<file path="src/rtl/oa_pkg.sv">
package oa_pkg;
  // Carry passed between bit positions. x is a second unit of carry,
  // produced only in exact mode when a position's total reaches four.
  typedef struct packed {
    logic c;
    logic x;
  } carry_pair_t;
endpackage

</file>
<file path="src/rtl/oa_pone_cell.sv">
module oa_pone_cell
  import oa_pkg::*;
(
  input  logic        a_i,
  input  logic        b_i,
  input  logic        approx_i,
  input  carry_pair_t ci,
  output logic        s_o,
  output carry_pair_t co
);
  logic [2:0] tot;

  always_comb begin
    tot = {2'b00, a_i} + {2'b00, b_i} + {2'b00, ci.c}
        + (approx_i ? 3'd1 : {2'b00, ci.x});
    if (approx_i) begin
      // total of four is clamped to binary 11
      s_o  = tot[0] | tot[2];
      co.c = tot[1] | tot[2];
      co.x = 1'b0;
    end else begin
      s_o  = tot[0];
      co.c = tot[1] | tot[2];
      co.x = tot[2];
    end
  end
endmodule

</file>
<file path="src/rtl/oa_exact_cell.sv">
module oa_exact_cell
  import oa_pkg::*;
(
  input  logic        a_i,
  input  logic        b_i,
  input  carry_pair_t ci,
  output logic        s_o,
  output carry_pair_t co
);
  logic [2:0] tot;

  always_comb begin
    tot  = {2'b00, a_i} + {2'b00, b_i} + {2'b00, ci.c} + {2'b00, ci.x};
    s_o  = tot[0];
    co.c = tot[1] | tot[2];
    co.x = tot[2];
  end
endmodule

</file>
<file path="src/rtl/oa_chain.sv">
module oa_chain
  import oa_pkg::*;
#(
  parameter int W   = 8,
  parameter int APX = 2
) (
  input  logic [W-1:0] a_i,
  input  logic [W-1:0] b_i,
  input  logic         approx_i,
  input  carry_pair_t  head_i,
  output logic [W-1:0] s_o,
  output carry_pair_t  tail_o
);
  carry_pair_t link [0:W];

  assign link[0] = head_i;

  for (genvar i = 0; i < W; i++) begin : g_bit
    if (i < APX) begin : g_low
      oa_pone_cell u_cell (
        .a_i      (a_i[i]),
        .b_i      (b_i[i]),
        .approx_i (approx_i),
        .ci       (link[i]),
        .s_o      (s_o[i]),
        .co       (link[i+1])
      );
    end else begin : g_high
      oa_exact_cell u_cell (
        .a_i (a_i[i]),
        .b_i (b_i[i]),
        .ci  (link[i]),
        .s_o (s_o[i]),
        .co  (link[i+1])
      );
    end
  end

  assign tail_o = link[W];
endmodule

</file>
<file path="src/rtl/overest_adder.sv">
module overest_adder
  import oa_pkg::*;
#(
  parameter int W       = 8,
  parameter int APX     = 2,
  parameter bit REG_OUT = 1'b1
) (
  input  logic         clk,
  input  logic         rst_n,
  input  logic [W-1:0] a,
  input  logic [W-1:0] b,
  input  logic         cin,
  input  logic         approx_en,
  input  logic         plus_one,
  input  logic         inv_b,
  output logic [W-1:0] sum,
  output logic         cout
);
  localparam int RW      = W + 1;
  localparam int ERR_MAX = (1 << APX) - 1;

  logic [W-1:0] b_eff;
  carry_pair_t  head;
  carry_pair_t  tail;
  logic [W-1:0] sum_c;
  logic         cout_c;

  assign b_eff  = inv_b ? ~b : b;
  assign head.c = cin;
  assign head.x = plus_one & ~approx_en;

  oa_chain #(.W(W), .APX(APX)) u_chain (
    .a_i      (a),
    .b_i      (b_eff),
    .approx_i (approx_en),
    .head_i   (head),
    .s_o      (sum_c),
    .tail_o   (tail)
  );

  // the doubled carry at the top is worth two, so bit W sees only its parity
  assign cout_c = tail.c ^ tail.x;

  if (REG_OUT) begin : g_reg
    logic [W-1:0] sum_q;
    logic         cout_q;

    always_ff @(posedge clk or negedge rst_n) begin
      if (!rst_n) begin
        sum_q  <= '0;
        cout_q <= 1'b0;
      end else begin
        sum_q  <= sum_c;
        cout_q <= cout_c;
      end
    end

    assign sum  = sum_q;
    assign cout = cout_q;

    // captured operands for the checks below
    logic [W-1:0] a_q, b_q, be_q;
    logic         cin_q, p_q, ap_q, inv_q, armed;

    always_ff @(posedge clk or negedge rst_n) begin
      if (!rst_n) begin
        a_q <= '0; b_q <= '0; be_q <= '0;
        cin_q <= 1'b0; p_q <= 1'b0; ap_q <= 1'b0; inv_q <= 1'b0;
        armed <= 1'b0;
      end else begin
        a_q <= a; b_q <= b; be_q <= (inv_b ? ~b : b);
        cin_q <= cin; p_q <= plus_one; ap_q <= approx_en; inv_q <= inv_b;
        armed <= 1'b1;
      end
    end

    AST_EXACT_MODE: assert property (@(posedge clk) disable iff (!rst_n) (armed && !ap_q) |-> ({cout, sum} == RW'(RW'(a_q) + RW'(be_q) + RW'(cin_q) + RW'(p_q))));
    AST_OVER_BOUND: assert property (@(posedge clk) disable iff (!rst_n) (armed && ap_q) |-> (RW'({cout, sum} - RW'(RW'(a_q) + RW'(be_q) + RW'(cin_q))) <= RW'(ERR_MAX)));
    AST_SUBTRACT: assert property (@(posedge clk) disable iff (!rst_n) (armed && !ap_q && inv_q && p_q && !cin_q) |-> ((sum == W'(a_q - b_q)) && (cout == (a_q >= b_q))));
    AST_RESET_CLEAR: assert property (@(posedge clk) !rst_n |=> ((sum == '0) && !cout));
  end else begin : g_comb
    assign sum  = sum_c;
    assign cout = cout_c;
  end
endmodule

</file>
<file path="config.mk">
export PLATFORM = sky130hd
export DESIGN_NAME = overest_adder
export DESIGN_NICKNAME = d
export VERILOG_FILES = /design/src/rtl/oa_pkg.sv /design/src/rtl/oa_pone_cell.sv /design/src/rtl/oa_exact_cell.sv /design/src/rtl/oa_chain.sv /design/src/rtl/overest_adder.sv
export SDC_FILE = /design/constraint.sdc
export NUM_CORES = 1
export LEC_CHECK = 0
export ABC_CLOCK_PERIOD_IN_PS = 970
export BUFFER_PORTS_ARGS = -buffer_cell sky130_fd_sc_hd__buf_2
export CAP_MARGIN = 20
export CORE_MARGIN = 5
export CORE_UTILIZATION = 30
export DETAILED_ROUTE_END_ITERATION = 8
export GPL_ROUTABILITY_DRIVEN = 0
export REMOVE_ABC_BUFFERS = 1
export SYNTH_ARGS = -nofsm -noshare
export SYNTH_HDL_FRONTEND = slang
export SYNTH_HIERARCHICAL = 1
export SYNTH_SLANG_ARGS = --single-unit
</file>
<file path="constraint.sdc">
create_clock -name clk -period 0.97 [get_ports clk]
set_clock_uncertainty 0.15 [all_clocks]
set_input_delay 0.0485 -clock clk [delete_from_list [all_inputs] [get_ports clk]]
set_output_delay 0.0485 -clock clk [all_outputs]
set_load 0.01 [all_outputs]
</file>
==> run_results.csv, run 1 <==
group,metric,value,unit
synthesis,synthDominantCellAreaShare,0.267,
timing,number_of_hold_violations_in_the_final_report,1,
cells_and_area,finish.instance_area,1360,um2
global_routing,grt_antenna_before_repair,0,
route,drt_iter0_markers,5,
clock_network,maximum_number_of_buffers_from_clock_root_to_sink,2,
die,die_height,63.1,um
synthesis,syn-instance-count,88,
setup_path,critical_path.startpoint_type,"primary input",
timing,timing_max_transition_violations_final,0,
synthesis,synth.area.top_cells,"dfrtp_1 (27%), fa_1 (19%), inv_1 (14%)",
timing,grt_setup_unrepaired,"yes",
worst_hold_path,worst_hold_path.num_cells,3,
pwr,fin_total_pwr,1870,uW
cells_and_area,syn2layout_area_growth,61.0,%
synthesis,syn-mean-instance-area,9.60,um2
route,drt.antenna.violating_nets,0,
die,design.die.area,3980,um2
setup_path,worstSetupPathType,"primary input to flip-flop",
timing,part_of_the_cycle_the_worst_path_needs,7.28,
cells_and_area,post_layout_nonfiller_instances,165,
global_routing,track_usage,0.105,
worst_hold_path,start_point_of_the_worst_min_delay_path,"cin",
placement,place.detailed.hpwl,1430,um
worst_hold_path,hp-class,"primary input to flip-flop",
cells_and_area,n_fill_cell,247,
die,initial_core_utilization,0.309,
route,via_count,667,
route,avgViaCountPerCell,4.04,
synthesis,netlist.top_cell.by_area,"dfrtp_1",
worst_hold_path,hold_path_end,"sum[0]",
route,post-route-drc-count,0,
placement,number_of_cells_after_detailed_placement,158,
synthesis,postSynthRegisterBits,9,
global_routing,gr-total-overflow,0,
setup_path,kind_of_cell_adding_the_most_delay_to_the_critical_path,"adder cells",
cells_and_area,finalNetCount,173,
die,die_w,63.1,um
timing,timing.fmax,142,MHz
setup_path,library_cell_appearing_most_often_on_the_critical_path,"inv_2",
global_routing,grt_max_degree,10,
clock_network,clock-root-buffer,"clkbuf_4",
clock_network,postCtsHoldBufs,1,
setup_path,cp.arrival,7.06,ns
clock_network,numClockSinks,9,
cells_and_area,share_of_cells_above_drive_strength_1,0.619,
placement,io_buffer_count,30,
setup_path,cp-end-kind,"flip-flop",
pwr,leakagePower,0.000706,uW
setup_path,path_max_fanout,2,
die,io_count,31,
timing,worst_hold_slack,-0.0130,ns
die,floorplan_core_area,2730,um2
die,placement_rows,19,
clock_network,tritoncts,"yes",
timing,worst_slew_margin_rel,0.736,
global_routing,grt_pass1_vias,739,
timing,worstMarginPinSlew,0.395,ns
synthesis,warnings_from_yosys,6,
synthesis,synth_area,845,um2
pwr,cellPowerDensity,1380,nW/um2
timing,final.setup.worst_slack,-6.09,ns
cells_and_area,final_util,0.497,
run_status,run_status,"complete, but fails checks",
route,wire_per_inst,11.1,um
placement,placed_cell_area,1100,um2
setup_path,slowest_delay,0.49,ns
synthesis,sequential_to_total_area_share_from_yosys_stat,0.267,
clock_network,worst_setup_hold_path_clk_slew,0.06,ns
run_status,violations_in_the_final_reports,"hold timing, setup timing",
clock_network,htree_num_levels,1,
timing,setup_viol_count_final,10,
global_routing,grt_pass1_wl,3290,um
route,drtPass1Iterations,4,
timing,layout_min_cycle_time,7.06,ns
setup_path,standard_cell_with_the_maximum_stage_delay_on_the_critical_path,"fa_1",
route,totalWireLength,1830,um
setup_path,worst_ep_required_time,0.97,ns
pwr,worst_ir_drop_vdd,0.812,mV
clock_network,numCtsBuffers,3,
cells_and_area,insertedDiodeCount,0,
run,max_cap_viol_count,0,
synthesis,synth.lib_cells_used.distinct,12,
setup_path,cp.buffers_inverters,15,
[worst max path at each step]
stage / start / to / slack (ns) / cells after the start
after floorplan: b[0] / cout / -6.09 / 42
after global placement: plus_one / cout / -6.49 / 43
after detailed placement: inv_b / cout / -6.63 / 43
after CTS: inv_b / cout / -6.12 / 43
after global routing: inv_b / cout / -6.36 / 43
final: plus_one / cout / -6.09 / 43
[flip-flops by register name, summed over array words and instances, names as in the netlist]
| name | count |
|---|---|
| sum | 8 |
| cout | 1 |
[cell usage after synthesis (all sizes together)]
| cell | n |
|---|---|
| fa | 8 |
| a31o | 2 |
| dfrtp | 9 |
| nor2 | 2 |
| xor2 | 9 |
| buf | 1 |
| nor3b | 2 |
| nor2b | 7 |
| nand2b | 8 |
| ha | 8 |
| inv | 32 |
[metal layers]
metal	global-route usage	wire, um	up-vias
met3	0.0462	179	0
met1	0.124	767	309
met4	0.0239	0	0
met2	0.174	879	20
li1	-	-	338
met5	0	0	-
[layout by cell type, fill, tap and decap left out, drive strengths merged]
cell type,Yosys,routed
a31o,2,2
buf,1,42
clkbuf,0,4
dfrtp,9,9
dlygate4sd3,0,1
fa,8,8
ha,8,8
inv,32,32
nand2b,8,8
nor2,2,2
nor2b,7,7
nor3b,2,2
xor2,9,9
[per-stage QoR]
step	setup slack [ns]	TNS [ns]
floorplan	-6.09	-31.55
global placement	-6.49	-34.30
detailed placement	-6.63	-35.21
CTS	-6.12	-31.32
global route	-6.36	-32.84
finish	-6.09	-31.13
[repair_timing]
action	CTS	global route
setup endpoints to repair	13	18
pin swaps	4	1
setup buffers	2	0
gates resized for setup	40	9
hold endpoints to repair	9	1
[layout make-up]
| class | instances | area [um2] | area share |
|---|---|---|---|
| repair buffers | 43 | 283 | 0.208 |
| flip-flops and latches | 9 | 225 | 0.166 |
| inverters | 32 | 120 | 0.0883 |
| well taps | 31 | 38.8 | 0.0285 |
| clock buffers | 4 | 26.3 | 0.0193 |
| multi-input cells | 46 | 667 | 0.490 |
[where the power goes]
group / internal [uW] / switching [uW]
logic: 535 / 506
clock network: 159 / 138
registers: 497 / 35.3
[cells by family after synthesis]
kind of cell / share of synthesized area
and+or+nand+nor: 0.156
xor gates and xnor gates: 0.0933
AOI/OAI and AO/OA: 0.0207
adders and majority gates: 0.308
buffers and inverters: 0.156
DFF: 0.267
No activity file was read; power rests on OpenSTA's default activity.
==> run 2: changes to the inputs <==
SYNTH_HIERARCHICAL = unset   (was 1)
==> run_results.csv, run 2 <==
group,metric,value,unit
cells_and_area,share_of_cells_above_drive_strength_1,0.500,
timing,grt_setup_unrepaired,"yes",
route,via_count,505,
timing,worst_hold_slack,0.0248,ns
timing,timing_max_transition_violations_final,0,
timing,worst_slew_margin_rel,0.747,
synthesis,syn-instance-count,65,
setup_path,path_max_fanout,2,
synthesis,netlist.top_cell.by_area,"dfrtp_1",
timing,timing.fmax,218,MHz
synthesis,synth_enable_flop_cells,0,
setup_path,cp-end-kind,"flip-flop",
run_status,run_status,"complete, but fails checks",
run,max_cap_viol_count,0,
placement,pre_cts_ws,-4.34,ns
timing,layout_min_cycle_time,4.58,ns
global_routing,grt_antenna_before_repair,0,
die,design.die.area,3420,um2
cells_and_area,layout.cells.most_common,"buf_2",
die,die_w,58.5,um
clock_network,maximum_number_of_buffers_from_clock_root_to_sink,2,
pwr,power_frac_seq,0.351,
pwr,intPower,1040,uW
synthesis,ys_top_cells_by_count,"inv_1 (22), dfrtp_1 (9), fa_1 (8), ha_1 (8), xor2_1 (8)",
placement,io_buffer_count,30,
pwr,cellPowerDensity,1550,nW/um2
setup_path,critical_path.startpoint,"inv_b",
clock_network,numCtsBuffers,3,
clock_network,clock-root-buffer,"clkbuf_4",
die,initial_core_utilization,0.315,
setup_path,worst_ep_required_time,0.97,ns
setup_path,critical_path.startpoint_type,"primary input",
route,wire_per_inst,9.56,um
die,floorplan_core_area,2230,um2
placement,place.detailed.hpwl,1080,um
pwr,leakagePower,0.000538,uW
synthesis,synth_area,704,um2
global_routing,grt_pass1_wl,2100,um
cells_and_area,syn2layout_area_growth,43.5,%
synthesis,sequential_to_total_area_share_from_yosys_stat,0.320,
synthesis,ys_async_sr_fraction,1.00,
synthesis,synth.lib_cells_used.distinct,14,
cells_and_area,finalNetCount,141,
pwr,power.switching_fraction,0.335,
die,io_count,31,
timing,final.setup.worst_slack,-3.61,ns
synthesis,syn-mean-instance-area,10.8,um2
timing,setup_viol_count_final,9,
synthesis,synthDominantCellAreaShare,0.320,
worst_hold_path,hp-class,"primary input to asynchronous set/reset pin",
pwr,switchingPower,527,uW
cells_and_area,layout_common_cells,"buf_2 (29), inv_1 (19), dfrtp_1 (9)",
global_routing,grt_max_degree,10,
synthesis,leading_register_cell_type_out_of_synthesis,"dfrtp_1",
route,avgViaCountPerCell,3.88,
die,die_height,58.5,um
route,totalWireLength,1240,um
setup_path,worstSetupPathType,"primary input to flip-flop",
cells_and_area,largest_reg_flops,8,
clock_network,numClockSinks,9,
route,drtPass1Iterations,3,
timing,part_of_the_cycle_the_worst_path_needs,4.72,
pwr,fin_total_pwr,1570,uW
cells_and_area,n_fill_cell,223,
run_status,violations_in_the_final_reports,"setup timing",
timing,worstMarginPinSlew,0.379,ns
clock_network,tritoncts,"yes",
route,post-route-drc-count,0,
global_routing,grt_pass1_vias,537,
pwr,worst_ir_drop_vdd,0.717,mV
pwr,p_clk_frac,0.170,
route,drt.antenna.violating_nets,0,
route,drt_iter0_markers,3,
synthesis,post-synth-top-count-cell,"inv_1",
clock_network,htree_num_levels,1,
pwr,share_comb_of_total_power,0.479,
synthesis,synth.area.top_cells,"dfrtp_1 (32%), fa_1 (23%), ha_1 (14%)",
global_routing,track_usage,0.0804,
synthesis,postSynthRegisterBits,9,
synthesis,warnings_from_yosys,0,
die,placement_rows,17,
timing,number_of_hold_violations_in_the_final_report,0,
setup_path,cp.arrival,4.57,ns
clock_network,worst_setup_hold_path_clk_slew,0.06,ns
cells_and_area,insertedDiodeCount,0,
global_routing,gr-total-overflow,0,
==> run 2: changes by cell type in the layout (fill, tap and decap cells not counted), sizes merged <==
| cell | before | now |
|---|---|---|
| a21oi | 0 | 1 |
| a31o | 2 | 1 |
| buf | 42 | 33 |
| inv | 32 | 22 |
| nand2 | 0 | 1 |
| nand2b | 8 | 1 |
| nand3b | 0 | 1 |
| nor2b | 7 | 0 |
| nor3b | 2 | 1 |
| xnor2 | 0 | 1 |
| xor2 | 9 | 8 |
==> run 2: layer usage <==
| layer | part of all wire | wire length (um) | track usage |
|---|---|---|---|
| met5 | 0 | 0 | 0 |
| met4 | 0 | 0 | 0.00993 |
| met3 | 0.11 | 131 | 0.0439 |
| met2 | 0.55 | 678 | 0.142 |
| met1 | 0.35 | 433 | 0.0865 |
==> run 2: cells by family after synthesis <==
group	Yosys count	synth area share
AOI/OAI and AO/OA	2	0.0195
xor gates and xnor gates	9	0.112
DFF	9	0.320
buffers and inverters	23	0.133
adders and majority gates	16	0.369
and+or+nand+nor	6	0.0462
==> run 2: metrics by stage <==
| stage | util | TNS (ns) | instances | instance area, um2 |
|---|---|---|---|---|
| after CTS | 0.440 | -21.08 | 130 | 983 |
| after floorplan | - | -23.44 | 64 | 693 |
| after detailed placement | 0.400 | -25.75 | 124 | 893 |
| final | 0.453 | -21.22 | 130 | 1010 |
| after global placement | 0.400 | -25.43 | 124 | 893 |
| after global routing | 0.453 | -22.13 | 130 | 1010 |
==> run 2: critical path, cell delays in order <==
cell and delay (ns):
buf_6 0.09, xor2_1 0.16, ha_1 0.28, inv_1 0.05, fa_2 0.34, inv_2 0.07
a21oi_2 0.06, fa_1 0.52, inv_2 0.05, ha_4 0.15, nand2b_4 0.13, fa_1 0.52
ha_4 0.14, inv_2 0.03, fa_2 0.33, fa_2 0.35, fa_2 0.35, fa_2 0.36
fa_2 0.53, inv_1 0.03
==> run 2: worst paths after layout <==
kind | slack, ns | cells after the start | endpoint
hold / removal | 0.02 | 2 | sum[7]
setup / recovery | -3.61 | 20 | sum[7]
max in group asynchronous | 0.48 | 2 | sum[5]
min in group clk | 0.03 | 3 | cout
==> run 2: cell type report <==
cell class | count | area [um2] | area share
multi-input combinational | 33 | 453 | 0.448
sequential | 9 | 225 | 0.223
timing repair buffer | 34 | 189 | 0.187
inverter | 22 | 82.6 | 0.0817
tap | 28 | 35.0 | 0.0347
clock buffer | 4 | 26.3 | 0.0260
==> run 2: what timing repair did <==
action	4_1_cts	5_1_grt
buffers inserted	1	0
pin swaps	6	0
hold buffers	1	0
gates resized for setup	14	4
hold endpoints to repair	10	0
endpoints found under the setup margin	9	17
==> run 2: power by group through the flow <==
stage               clock network [uW]  registers, uW  logic [uW]
finish                             267            551         753
global route                       314            564         883
CTS                                286            556         721
detailed placement                   0            561         650
global placement                     0            560         632
floorplan                            0            638         289
==> run 3: changes to the inputs <==
GPL_TIMING_DRIVEN = 0   (was unset)
==> run_results.csv, run 3 (synthesis gave the netlist of run 2 again) <==
group,metric,value,unit
run_status,run_status,"complete, but fails checks",
run_status,violations_in_the_final_reports,"setup timing",
route,drt.antenna.violating_nets,0,
route,avgViaCountPerCell,3.92,
route,wire_per_inst,9.72,um
placement,io_buffer_count,30,
timing,final.setup.worst_slack,-3.66,ns
timing,part_of_the_cycle_the_worst_path_needs,4.77,
global_routing,track_usage,0.0825,
cells_and_area,insertedDiodeCount,0,
global_routing,grt_pass1_vias,542,
cells_and_area,final_util,0.459,
route,drt_iter0_markers,0,
cells_and_area,finish.instance_area,1020,um2
setup_path,cp-end-kind,"flip-flop",
pwr,worst_ir_drop_vdd,0.725,mV
timing,grt_setup_unrepaired,"yes",
clock_network,htree_num_levels,1,
die,placement_rows,17,
global_routing,grt_pass1_wl,2110,um
die,initial_core_utilization,0.315,
timing,worstMarginPinSlew,0.257,ns
setup_path,critical_path.startpoint_type,"primary input",
placement,place.detailed.hpwl,1100,um
setup_path,worst_ep_required_time,0.96,ns
global_routing,gr-total-overflow,0,
cells_and_area,share_of_cells_above_drive_strength_1,0.529,
clock_network,numCtsBuffers,3,
cells_and_area,largest_reg_flops,8,
pwr,cellPowerDensity,1540,nW/um2
route,drtPass1Iterations,1,
die,floorplan_core_area,2230,um2
clock_network,worst_setup_hold_path_clk_slew,0.06,ns
worst_hold_path,hp-class,"primary input to asynchronous set/reset pin",
route,totalWireLength,1260,um
die,design.die.area,3420,um2
timing,number_of_hold_violations_in_the_final_report,0,
global_routing,grt_max_degree,10,
timing,timing_max_transition_violations_final,0,
route,post-route-drc-count,0,
setup_path,worstSetupPathType,"primary input to flip-flop",
pwr,leakagePower,0.000540,uW
global_routing,grt_antenna_before_repair,0,
die,die_height,58.5,um
run,max_cap_viol_count,0,
timing,worst_slew_margin_rel,0.828,
cells_and_area,layout_common_cells,"buf_2 (29), inv_1 (17), dfrtp_1 (9)",
timing,timing.fmax,216,MHz
cells_and_area,finalNetCount,141,
route,via_count,510,
clock_network,tritoncts,"yes",
setup_path,cp.arrival,4.62,ns
timing,layout_min_cycle_time,4.63,ns
placement,placed_cell_area,878,um2
cells_and_area,syn2layout_area_growth,45.5,%
clock_network,numClockSinks,9,
setup_path,path_max_fanout,2,
die,io_count,31,
clock_network,clock-root-buffer,"clkbuf_4",
cells_and_area,layout.cells.most_common,"buf_2",
placement,pre_cts_ws,-4.50,ns
die,die_w,58.5,um
clock_network,maximum_number_of_buffers_from_clock_root_to_sink,2,
timing,setup_viol_count_final,9,
[run 3: final cells by class]
| class | instances | area (um2) |
|---|---|---|
| clock buffers | 4 | 26.3 |
| fillers | 227 | 1210 |
| flip-flops and latches | 9 | 225 |
| inverters | 22 | 82.6 |
| well taps | 28 | 35.0 |
| multi-input cells | 33 | 455 |
| repair buffers | 34 | 200 |
[run 3: critical path, cell delays in order]
cell and delay, ns:
buf_12 0.10, xor2_2 0.16, ha_1 0.27, inv_1 0.05, fa_2 0.34, inv_2 0.07, a21oi_2 0.06, fa_1 0.50
inv_1 0.05, ha_2 0.18, nand2b_4 0.13, fa_1 0.52, ha_4 0.14, inv_2 0.04, fa_2 0.35, fa_2 0.35
fa_2 0.35, fa_2 0.36, fa_2 0.54, inv_2 0.03
[run 3: repair_timing]
action | 4_1_cts | 5_1_grt
hold buffers | 1 | 1
resized for setup | 18 | 6
hold endpoints to repair | 12 | 2
setup endpoints to repair | 9 | 13
pin swaps | 5 | 0
buffers inserted | 2 | 1
[run 3: layer usage]
layer,vias up,GRT usage,part of all wire
li1,258,-,-
met1,237,0.0886,0.36
met2,15,0.148,0.55
met3,0,0.0351,0.093
met4,0,0.0199,0
met5,-,0,0
[run 3: power breakdown]
group | switching [uW] | internal [uW]
clock | 110 | 157
combinational | 387 | 379
sequential | 31.2 | 515
[run 3: worst paths after layout]
| kind | from | to | slack, ns | depth (start not counted) |
|---|---|---|---|---|
| max in group asynchronous | rst_n | sum[6] | 0.48 | 2 |
| hold / removal | rst_n | sum[3] | 0.02 | 2 |
| min in group clk | a[7] | cout | 0.02 | 3 |
| setup / recovery | inv_b | sum[7] | -3.66 | 20 |
[run 3: per-stage QoR]
stage,total power [uW],instances,setup TNS [ns],hold slack (ns)
2_1_floorplan,927,64,-23.44,-0.397
3_3_place_gp,1180,122,-26.42,-0.242
3_5_place_dp,1210,122,-27.01,-0.241
4_1_cts,1560,129,-21.44,-0.0480
5_1_grt,1750,130,-22.20,0.0217
6_report,1580,130,-21.49,0.0192
